==> src/rtl/col_var_pkg.sv <==
package col_var_pkg;

  // bits needed to hold the value n
  function automatic int cnt_bits(input int n);
    return $clog2(n + 1);
  endfunction

  // larger of two widths
  function automatic int max_w(input int a, input int b);
    return (a > b) ? a : b;
  endfunction

endpackage

==> src/rtl/col_accum.sv <==
module col_accum #(
  parameter int ELEM_W = 9,
  parameter int SUM_W  = 15,
  parameter int SQ_W   = 24
) (
  input  logic              clk,
  input  logic              rst,
  input  logic              ce,
  input  logic              valid,
  input  logic              first,
  input  logic              last,
  input  logic [ELEM_W-1:0] data,
  output logic [SUM_W-1:0]  sum,
  output logic [SQ_W-1:0]   sqsum,
  output logic              fin
);

  logic [SQ_W-1:0]  sq_term;
  logic [SUM_W-1:0] sum_base;
  logic [SQ_W-1:0]  sq_base;

  always_comb begin
    sq_term  = SQ_W'(data) * SQ_W'(data);
    sum_base = first ? '0 : sum;
    sq_base  = first ? '0 : sqsum;
  end

  always_ff @(posedge clk) begin
    if (rst) begin
      sum   <= '0;
      sqsum <= '0;
      fin   <= 1'b0;
    end else if (ce) begin
      fin <= valid & last;
      if (valid) begin
        sum   <= sum_base + SUM_W'(data);
        sqsum <= sq_base + sq_term;
      end
    end
  end

endmodule

==> src/rtl/var_judge.sv <==
module var_judge #(
  parameter int L      = 33,
  parameter int SUM_W  = 15,
  parameter int SQ_W   = 24,
  parameter int THR_W  = 16,
  parameter int NUM_W  = 30,
  parameter int LIM_W  = 28
) (
  input  logic             clk,
  input  logic             rst,
  input  logic             ce,
  input  logic             fin,
  input  logic [SUM_W-1:0] sum,
  input  logic [SQ_W-1:0]  sqsum,
  input  logic [THR_W-1:0] thresh,
  output logic             done,
  output logic             peak,
  output logic [NUM_W-1:0] var_scaled
);

  import col_var_pkg::*;

  localparam int CMP_W = max_w(NUM_W, LIM_W);

  logic [NUM_W-1:0] l_sq;
  logic [NUM_W-1:0] s_sq;
  logic [NUM_W-1:0] num;
  logic [LIM_W-1:0] lim;
  logic             under;

  always_comb begin
    l_sq  = NUM_W'(L) * NUM_W'(sqsum);
    s_sq  = NUM_W'(sum) * NUM_W'(sum);
    num   = l_sq - s_sq;
    lim   = LIM_W'(thresh) * LIM_W'(L * L);
    under = CMP_W'(num) <= CMP_W'(lim);
  end

  always_ff @(posedge clk) begin
    if (rst) begin
      done       <= 1'b0;
      peak       <= 1'b0;
      var_scaled <= '0;
    end else if (ce) begin
      done <= fin;
      if (fin) begin
        var_scaled <= num;
        peak       <= under;
      end
    end
  end

endmodule

==> src/rtl/col_var_peak.sv <==
module col_var_peak
  import col_var_pkg::*;
#(
  parameter int L      = 33,
  parameter int ELEM_W = 9,
  parameter int THR_W  = 16,
  localparam int LW    = cnt_bits(L),
  localparam int NUM_W = 2 * ELEM_W + 2 * LW
) (
  input  logic              clk,
  input  logic              rst,
  input  logic              ce,
  input  logic              elem_valid,
  input  logic              elem_first,
  input  logic              elem_last,
  input  logic [ELEM_W-1:0] elem_data,
  input  logic [THR_W-1:0]  thresh,
  output logic              done,
  output logic              peak_flag,
  output logic [NUM_W-1:0]  var_scaled
);

  localparam int SUM_W = ELEM_W + LW;
  localparam int SQ_W  = 2 * ELEM_W + LW;
  localparam int LIM_W = THR_W + 2 * LW;

  logic [SUM_W-1:0] acc_sum;
  logic [SQ_W-1:0]  acc_sq;
  logic             acc_fin;

  col_accum #(
    .ELEM_W(ELEM_W),
    .SUM_W (SUM_W),
    .SQ_W  (SQ_W)
  ) u_accum (
    .clk  (clk),
    .rst  (rst),
    .ce   (ce),
    .valid(elem_valid),
    .first(elem_first),
    .last (elem_last),
    .data (elem_data),
    .sum  (acc_sum),
    .sqsum(acc_sq),
    .fin  (acc_fin)
  );

  var_judge #(
    .L    (L),
    .SUM_W(SUM_W),
    .SQ_W (SQ_W),
    .THR_W(THR_W),
    .NUM_W(NUM_W),
    .LIM_W(LIM_W)
  ) u_judge (
    .clk       (clk),
    .rst       (rst),
    .ce        (ce),
    .fin       (acc_fin),
    .sum       (acc_sum),
    .sqsum     (acc_sq),
    .thresh    (thresh),
    .done      (done),
    .peak      (peak_flag),
    .var_scaled(var_scaled)
  );

endmodule

==> config.mk <==
export PLATFORM = sky130hd
export DESIGN_NAME = col_var_peak
export DESIGN_NICKNAME = d
export VERILOG_FILES = /design/src/rtl/col_var_pkg.sv /design/src/rtl/col_accum.sv /design/src/rtl/var_judge.sv /design/src/rtl/col_var_peak.sv
export SDC_FILE = /design/constraint.sdc
export NUM_CORES = 1
export LEC_CHECK = 0
export BUFFER_PORTS_ARGS = -buffer_cell sky130_fd_sc_hd__buf_2
export CAP_MARGIN = 40
export CORE_ASPECT_RATIO = 0.75
export CORE_UTILIZATION = 60
export CTS_BUF_LIST = sky130_fd_sc_hd__clkbuf_8
export DETAILED_ROUTE_END_ITERATION = 8
export GPL_ROUTABILITY_DRIVEN = 1
export PLACE_DENSITY_LB_ADDON = 0.1
export SYNTH_ARGS = -nofsm -noshare
export SYNTH_HDL_FRONTEND = slang
export SYNTH_SLANG_ARGS = --single-unit
==> constraint.sdc <==
create_clock -name clk -period 8.8 [get_ports clk]
set_input_delay 2.64 -clock clk [delete_from_list [all_inputs] [get_ports clk]]
set_output_delay 2.64 -clock clk [all_outputs]
set_load 0.05 [all_outputs]
## After elaboration in Yosys (flattened, before gate mapping)

Index checks and enable logic that the tools add are counted.

| word-level totals | value |
|---|---|
| register bits | 72 |
| logic and storage cells | 19 |

| cells by class | value |
|---|---|
| bitwise gates (word level) | 1 |
| add/sub/neg operators | 3 |
| order comparisons | 1 |
| $mul | 4 |
| multiplexer cells | 2 |
| reductions and logical operators | 2 |

Operators by type and width:

| operator | count |
|---|---|
| <= comparator 30 x 27 -> 1 bit | 1 |
| multiplier 15 x 15 -> 30 bit | 1 |
| multiplier 6 x 24 -> 30 bit (first input constant) | 1 |
| subtractor 30 bit | 1 |
| multiplier 16 x 11 -> 27 bit (second input constant) | 1 |
| adder 24 x 18 -> 24 bit | 1 |
| two-way mux 24 bit | 1 |
| multiplier 9 x 9 -> 18 bit | 1 |
| adder 15 x 9 -> 15 bit | 1 |
| two-way mux 15 bit | 1 |
| AND reduction 2 bit | 2 |
| bitwise AND 1 bit | 1 |

## Longest topological paths before layout

| logic depth | value |
|---|---|
| depth after elaboration | 3 |
| gate-level depth with buffers | 31 |
| mapped depth without buffers | 30 |

## Hierarchy

From an unflattened synthesis, not the netlist that was laid out.

| second synthesis, totals | value |
|---|---|
| cell total of the unflattened synthesis | 2,022 |
| area, all modules | 17,376.7 µm² |

Modules (own cells, without submodules):

| module | area each (µm²) | times used | cells an instance | seq. area each (µm²) |
|---|---|---|---|---|
| var_judge | 12,214.2 | 1 | 1,384 | 640.6 |
| col_accum | 5,162.5 | 1 | 638 | 800.8 |

## Worst setup path before layout

OpenSTA, ideal clock, no wires.

| timing | value |
|---|---|
| path type | input -> register |
| start point | input elem_data[6] |
| end point | register u_accum.sqsum[21] |
| stages on the path | 17 |
| arrival | 7.533 ns |
| slack | 1.193 ns |
| setup time | 0.074 ns |
| data required time | 8.726 ns |
| cells stage by stage | clkbuf_1 -> nand2_1 -> inv_1 -> fa_1 -> fa_1 -> fa_1 -> fa_1 -> fa_1 -> ha_1 -> a21o_1 -> a21o_1 -> a21oi_2 -> a21boi_1 -> a2111oi_4 -> o31ai_2 -> a311o_1 -> a31oi_1 |

| between the ends | value |
|---|---|
| cells in the longest elaborated chain, start to end | 2 |

Ends and longest elaborated chain:

| item | RTL line | RTL |
|---|---|---|
| from (decl) | col_var_peak.sv:16 | `input logic [ELEM_W-1:0] elem_data,` |
| multiplier 9 x 9 -> 18 bit | col_accum.sv:23 | `sq_term = SQ_W'(data) * SQ_W'(data);` |
| adder 24 x 18 -> 24 bit | col_accum.sv:37 | `sqsum <= sq_base + sq_term;` |
| to (signal assigned) | col_accum.sv:37 |  |
| to (decl) | col_accum.sv:14 | `output logic [SQ_W-1:0] sqsum,` |

Every way passes these cells.
A chain may end at the register's enable or synchronous reset.

## Worst setup path after layout

| timing | value |
|---|---|
| start point | register u_accum.sum[2] |
| end point | register u_judge.peak |

| between the ends | value |
|---|---|
| cells in the longest elaborated chain, start to end | 3 |

Ends and longest elaborated chain:

| item | RTL line | RTL |
|---|---|---|
| from (decl) | col_accum.sv:13 | `output logic [SUM_W-1:0] sum,` |
| from (signal assigned) | col_accum.sv:36 | `sum <= sum_base + SUM_W'(data);` |
| multiplier 15 x 15 -> 30 bit | var_judge.sv:33 | `s_sq = NUM_W'(sum) * NUM_W'(sum);` |
| subtractor 30 bit | var_judge.sv:34 | `num = l_sq - s_sq;` |
| named net u_judge.num[16] | var_judge.sv:27 | `logic [NUM_W-1:0] num;` |
| <= comparator 30 x 27 -> 1 bit | var_judge.sv:36 | `under = CMP_W'(num) <= CMP_W'(lim);` |
| to (signal assigned) | var_judge.sv:48 | `peak <= under;` |
| to (decl) | var_judge.sv:17 | `output logic peak,` |

The timed path passes the listed nets, and every way through them passes these cells.

==> results by group <==
GRT
  • Initial antenna violation count: 1
  • Largest net degree at the start of global routing: 65
  • Global-route wire length before repair: 66,500 um
  • GR Util All Layers: 0.292
  • Number of global-route vias before repair: 13,200
  • GR Overflow Total: 0

Floorplanning
  • Core Area: 27,300 um^2
  • IO Pins: 63
  • Die height: 148 um
  • Rows: 52
  • Initial Util: 0.620
  • Total die area: 28,900 um^2
  • Die Wd: 196 um

Setup path
  • Crit Path Category: flip-flop to flip-flop
  • CP arrival: 8.33 ns
  • Crit path to: u_judge.peak
  • Reg2Reg Capture Point: u_judge.peak
  • FF-to-FF setup slack: 0.79 ns
  • Crit. End Element: flip-flop
  • Worst Setup SP: u_accum.sum[2]
  • R2r worst-path depth: 27
  • Kind of start point of the critical path: flip-flop
  • Worst-path fanout max: 17
  • Reg-to-Reg Start: u_accum.sum[2]
  • CP Data Required Time: 9.11 ns

STA
  • Clock skew: 0.0165 ns
  • Crit share post-route: 0.911
  • Setup TNS: 0 ns
  • Rel. slew slack: 0.437
  • RSZ-0062 raised after global routing: false
  • Worst Tran Pin Value: 0.838 ns
  • Final hold viol count: 0
  • FMAX: 125 MHz
  • Tmin final: 8.01 ns
  • Final setup fails: 0
  • Slew Viols, Final: 0

Clocking
  • CTS tree: done
  • Worst-Skew Late Latency: 0.40 ns
  • Post_cts resized: 0
  • CTS clk-pin slew, worst paths: 0.09 ns
  • CTS Sinks: 72
  • Max clock buf depth: 2
  • H-tree depth: 3
  • CTS root buffer: clkbuf_8
  • CTS buffer count: 9
  • Number of setup buffers added after CTS: 0
  • Post-cts hold buffer count: 0

Logic synthesis
  • Synth top area share: 0.300
  • Sequential share of the synthesized area: 0.0851
  • Mean Syn Cell Area: 8.63 um^2
  • Synth cell types: 67
  • Synth warn: 0
  • Number of synthesized flops with an enable pin: 0
  • Most area-consuming cells after synthesis: fa_1 (30%), ha_1 (22%), inv_1 (9.6%)
  • Post-Syn Nets: 2,545
  • Ys async rst share: 0
  • Synthesized area: 16,900 um^2
  • Cells after synthesis: 1,963
  • Dominant synthesized flop cell: dfxtp_1
  • Post-synth top area cell: fa_1
  • #FFs+latches synth: 72

Placed design
  • Post-placement cell area: 17,600 um^2
  • PortBufs: 62
  • Placed cells: 2,338
  • HPWL Detailed: 33,800 um
  • RD Place Congestion: 0.905

Detailed routing
  • Drt pass-1 iters: 5
  • Wirelength per Cell: 16.9 um
  • Iteration-0 DRC count of the detailed router: 932
  • Number of remaining DRC errors: 0
  • Routed vias: 13,200
  • Vias/cell: 5.60
  • Final WL: 39,800 um
  • Final ANT Viol Nets: 0

Finish
  • Fraction of layout cells with a size suffix above 1: 0.0524
  • Area grow syn2layout: 5.10%
  • Post-Route Utilization: 0.652
  • Nets@finish: 2,580
  • Filler cell count: 2,341
  • Design Area, Final: 17,800 um^2
  • Fin cells: 2,355

Flow run
  • Number of max-cap violations: 0

Run status
  • Run status: complete, no violations

Min path
  • Worst hold path type: flip-flop to flip-flop
routing by layer:
metal  track usage  part of all wire  wire [um]  vias to the layer above
met5             0                 0          0                        -
met4        0.0617             0.016        648                        0
met3        0.0509             0.068       2720                       44
met2         0.446              0.44      17600                      413
met1         0.434              0.47      18800                     6404
li1              -                 -          -                     6335
stage by stage:
| step | hold slack, ns | setup slack, ns |
|---|---|---|
| global placement | 0.438 | 0.801 |
| CTS | 0.458 | 0.816 |
| detailed placement | 0.445 | 0.705 |
| finish | 0.455 | 0.787 |
| floorplan | 0.449 | 1.19 |
| global route | 0.480 | 0.258 |
worst max-delay path, stage by stage, from the launching register on:
cell	delay, ns
dfxtp_1	0.75
nand2_1	0.25
fa_1	0.58
inv_1	0.05
fa_1	0.49
fa_1	0.51
inv_1	0.05
fa_1	0.48
fa_1	0.48
inv_1	0.05
fa_1	0.53
inv_1	0.04
ha_1	0.28
ha_1	0.37
and3_1	0.27
o2111ai_1	0.13
o22ai_1	0.48
o21a_1	0.23
o21ai_1	0.07
a21boi_0	0.27
nor2_1	0.10
ha_1	0.31
a21o_1	0.16
a21oi_1	0.21
o21ai_0	0.12
a31oi_1	0.26
o211ai_1	0.15
o31ai_1	0.24
kinds of logic (layout without fill, tap and decap cells):
| group | count (synthesis) | after routing | synth area share |
|---|---|---|---|
| multiplexers | 6 | 6 | 0.00362 |
| AO/OA/AOI/OAI | 295 | 295 | 0.116 |
| other | 0 | 1 | 0 |
| flip-flops | 72 | 72 | 0.0851 |
| buffers and inverters | 486 | 526 | 0.108 |
| adder cells (fa/ha/maj) | 551 | 551 | 0.519 |
| AND/OR/NAND/NOR | 490 | 490 | 0.136 |
| XOR/XNOR | 63 | 63 | 0.0326 |
final cells by class:
type,instances,area [um^2],share of cell area
Tap cell,351,439,0.0247
Clock inverter,5,55.1,0.00309
Inverter,435,1630,0.0917
Multi-Input combinational cell,1405,13700,0.768
Clock buffer,11,151,0.00850
Timing Repair Buffer,75,408,0.0229
Sequential cell,72,1440,0.0810
Antenna cell,1,2.50,0.000141
registers in the layout, summed over array words and instances (netlist names):
register / cells
u_judge.var_scaled: 30
u_accum.sqsum: 24
u_judge.peak: 1
u_accum.sum: 15
u_accum.fin: 1
u_judge.done: 1
layout by cell type, fill, tap and decap left out, types with 24 or more instances in the layout:
master and instances:
and2_1 65, fa_1 254, nor3_1 25, nand3_1 26, nor2b_1 24, xnor2_1 41, a21o_1 40, a21oi_1 101
ha_1 297, nand2_1 206, buf_2 62, inv_1 435, nor2_1 87, dfxtp_1 72
synth_stat cells (22+ instances only):
library cell,n
inv_1,435
ha_1,297
fa_1,254
nand2_1,206
a21oi_1,101
nor2_1,87
dfxtp_1,72
and2_1,65
clkbuf_1,47
xnor2_1,41
a21o_1,40
nand3_1,26
nor3_1,25
nor2b_1,24
xor2_1,22
worst min path at each step:
stage | cells past startpoint | slack [ns] | from | to
2_1_floorplan | 2 | 0.45 | u_accum.sqsum[10] | u_accum.sqsum[10]
3_3_place_gp | 2 | 0.44 | u_judge.var_scaled[13] | u_judge.var_scaled[13]
3_5_place_dp | 2 | 0.45 | u_judge.var_scaled[12] | u_judge.var_scaled[12]
4_1_cts | 2 | 0.46 | u_judge.var_scaled[12] | u_judge.var_scaled[12]
5_1_grt | 2 | 0.48 | u_judge.var_scaled[9] | u_judge.var_scaled[9]
6_report | 2 | 0.45 | u_judge.var_scaled[20] | u_judge.var_scaled[20]
Power is not shown: default switching activity piles up to over one toggle a cycle in this logic, so the estimate is an artifact.
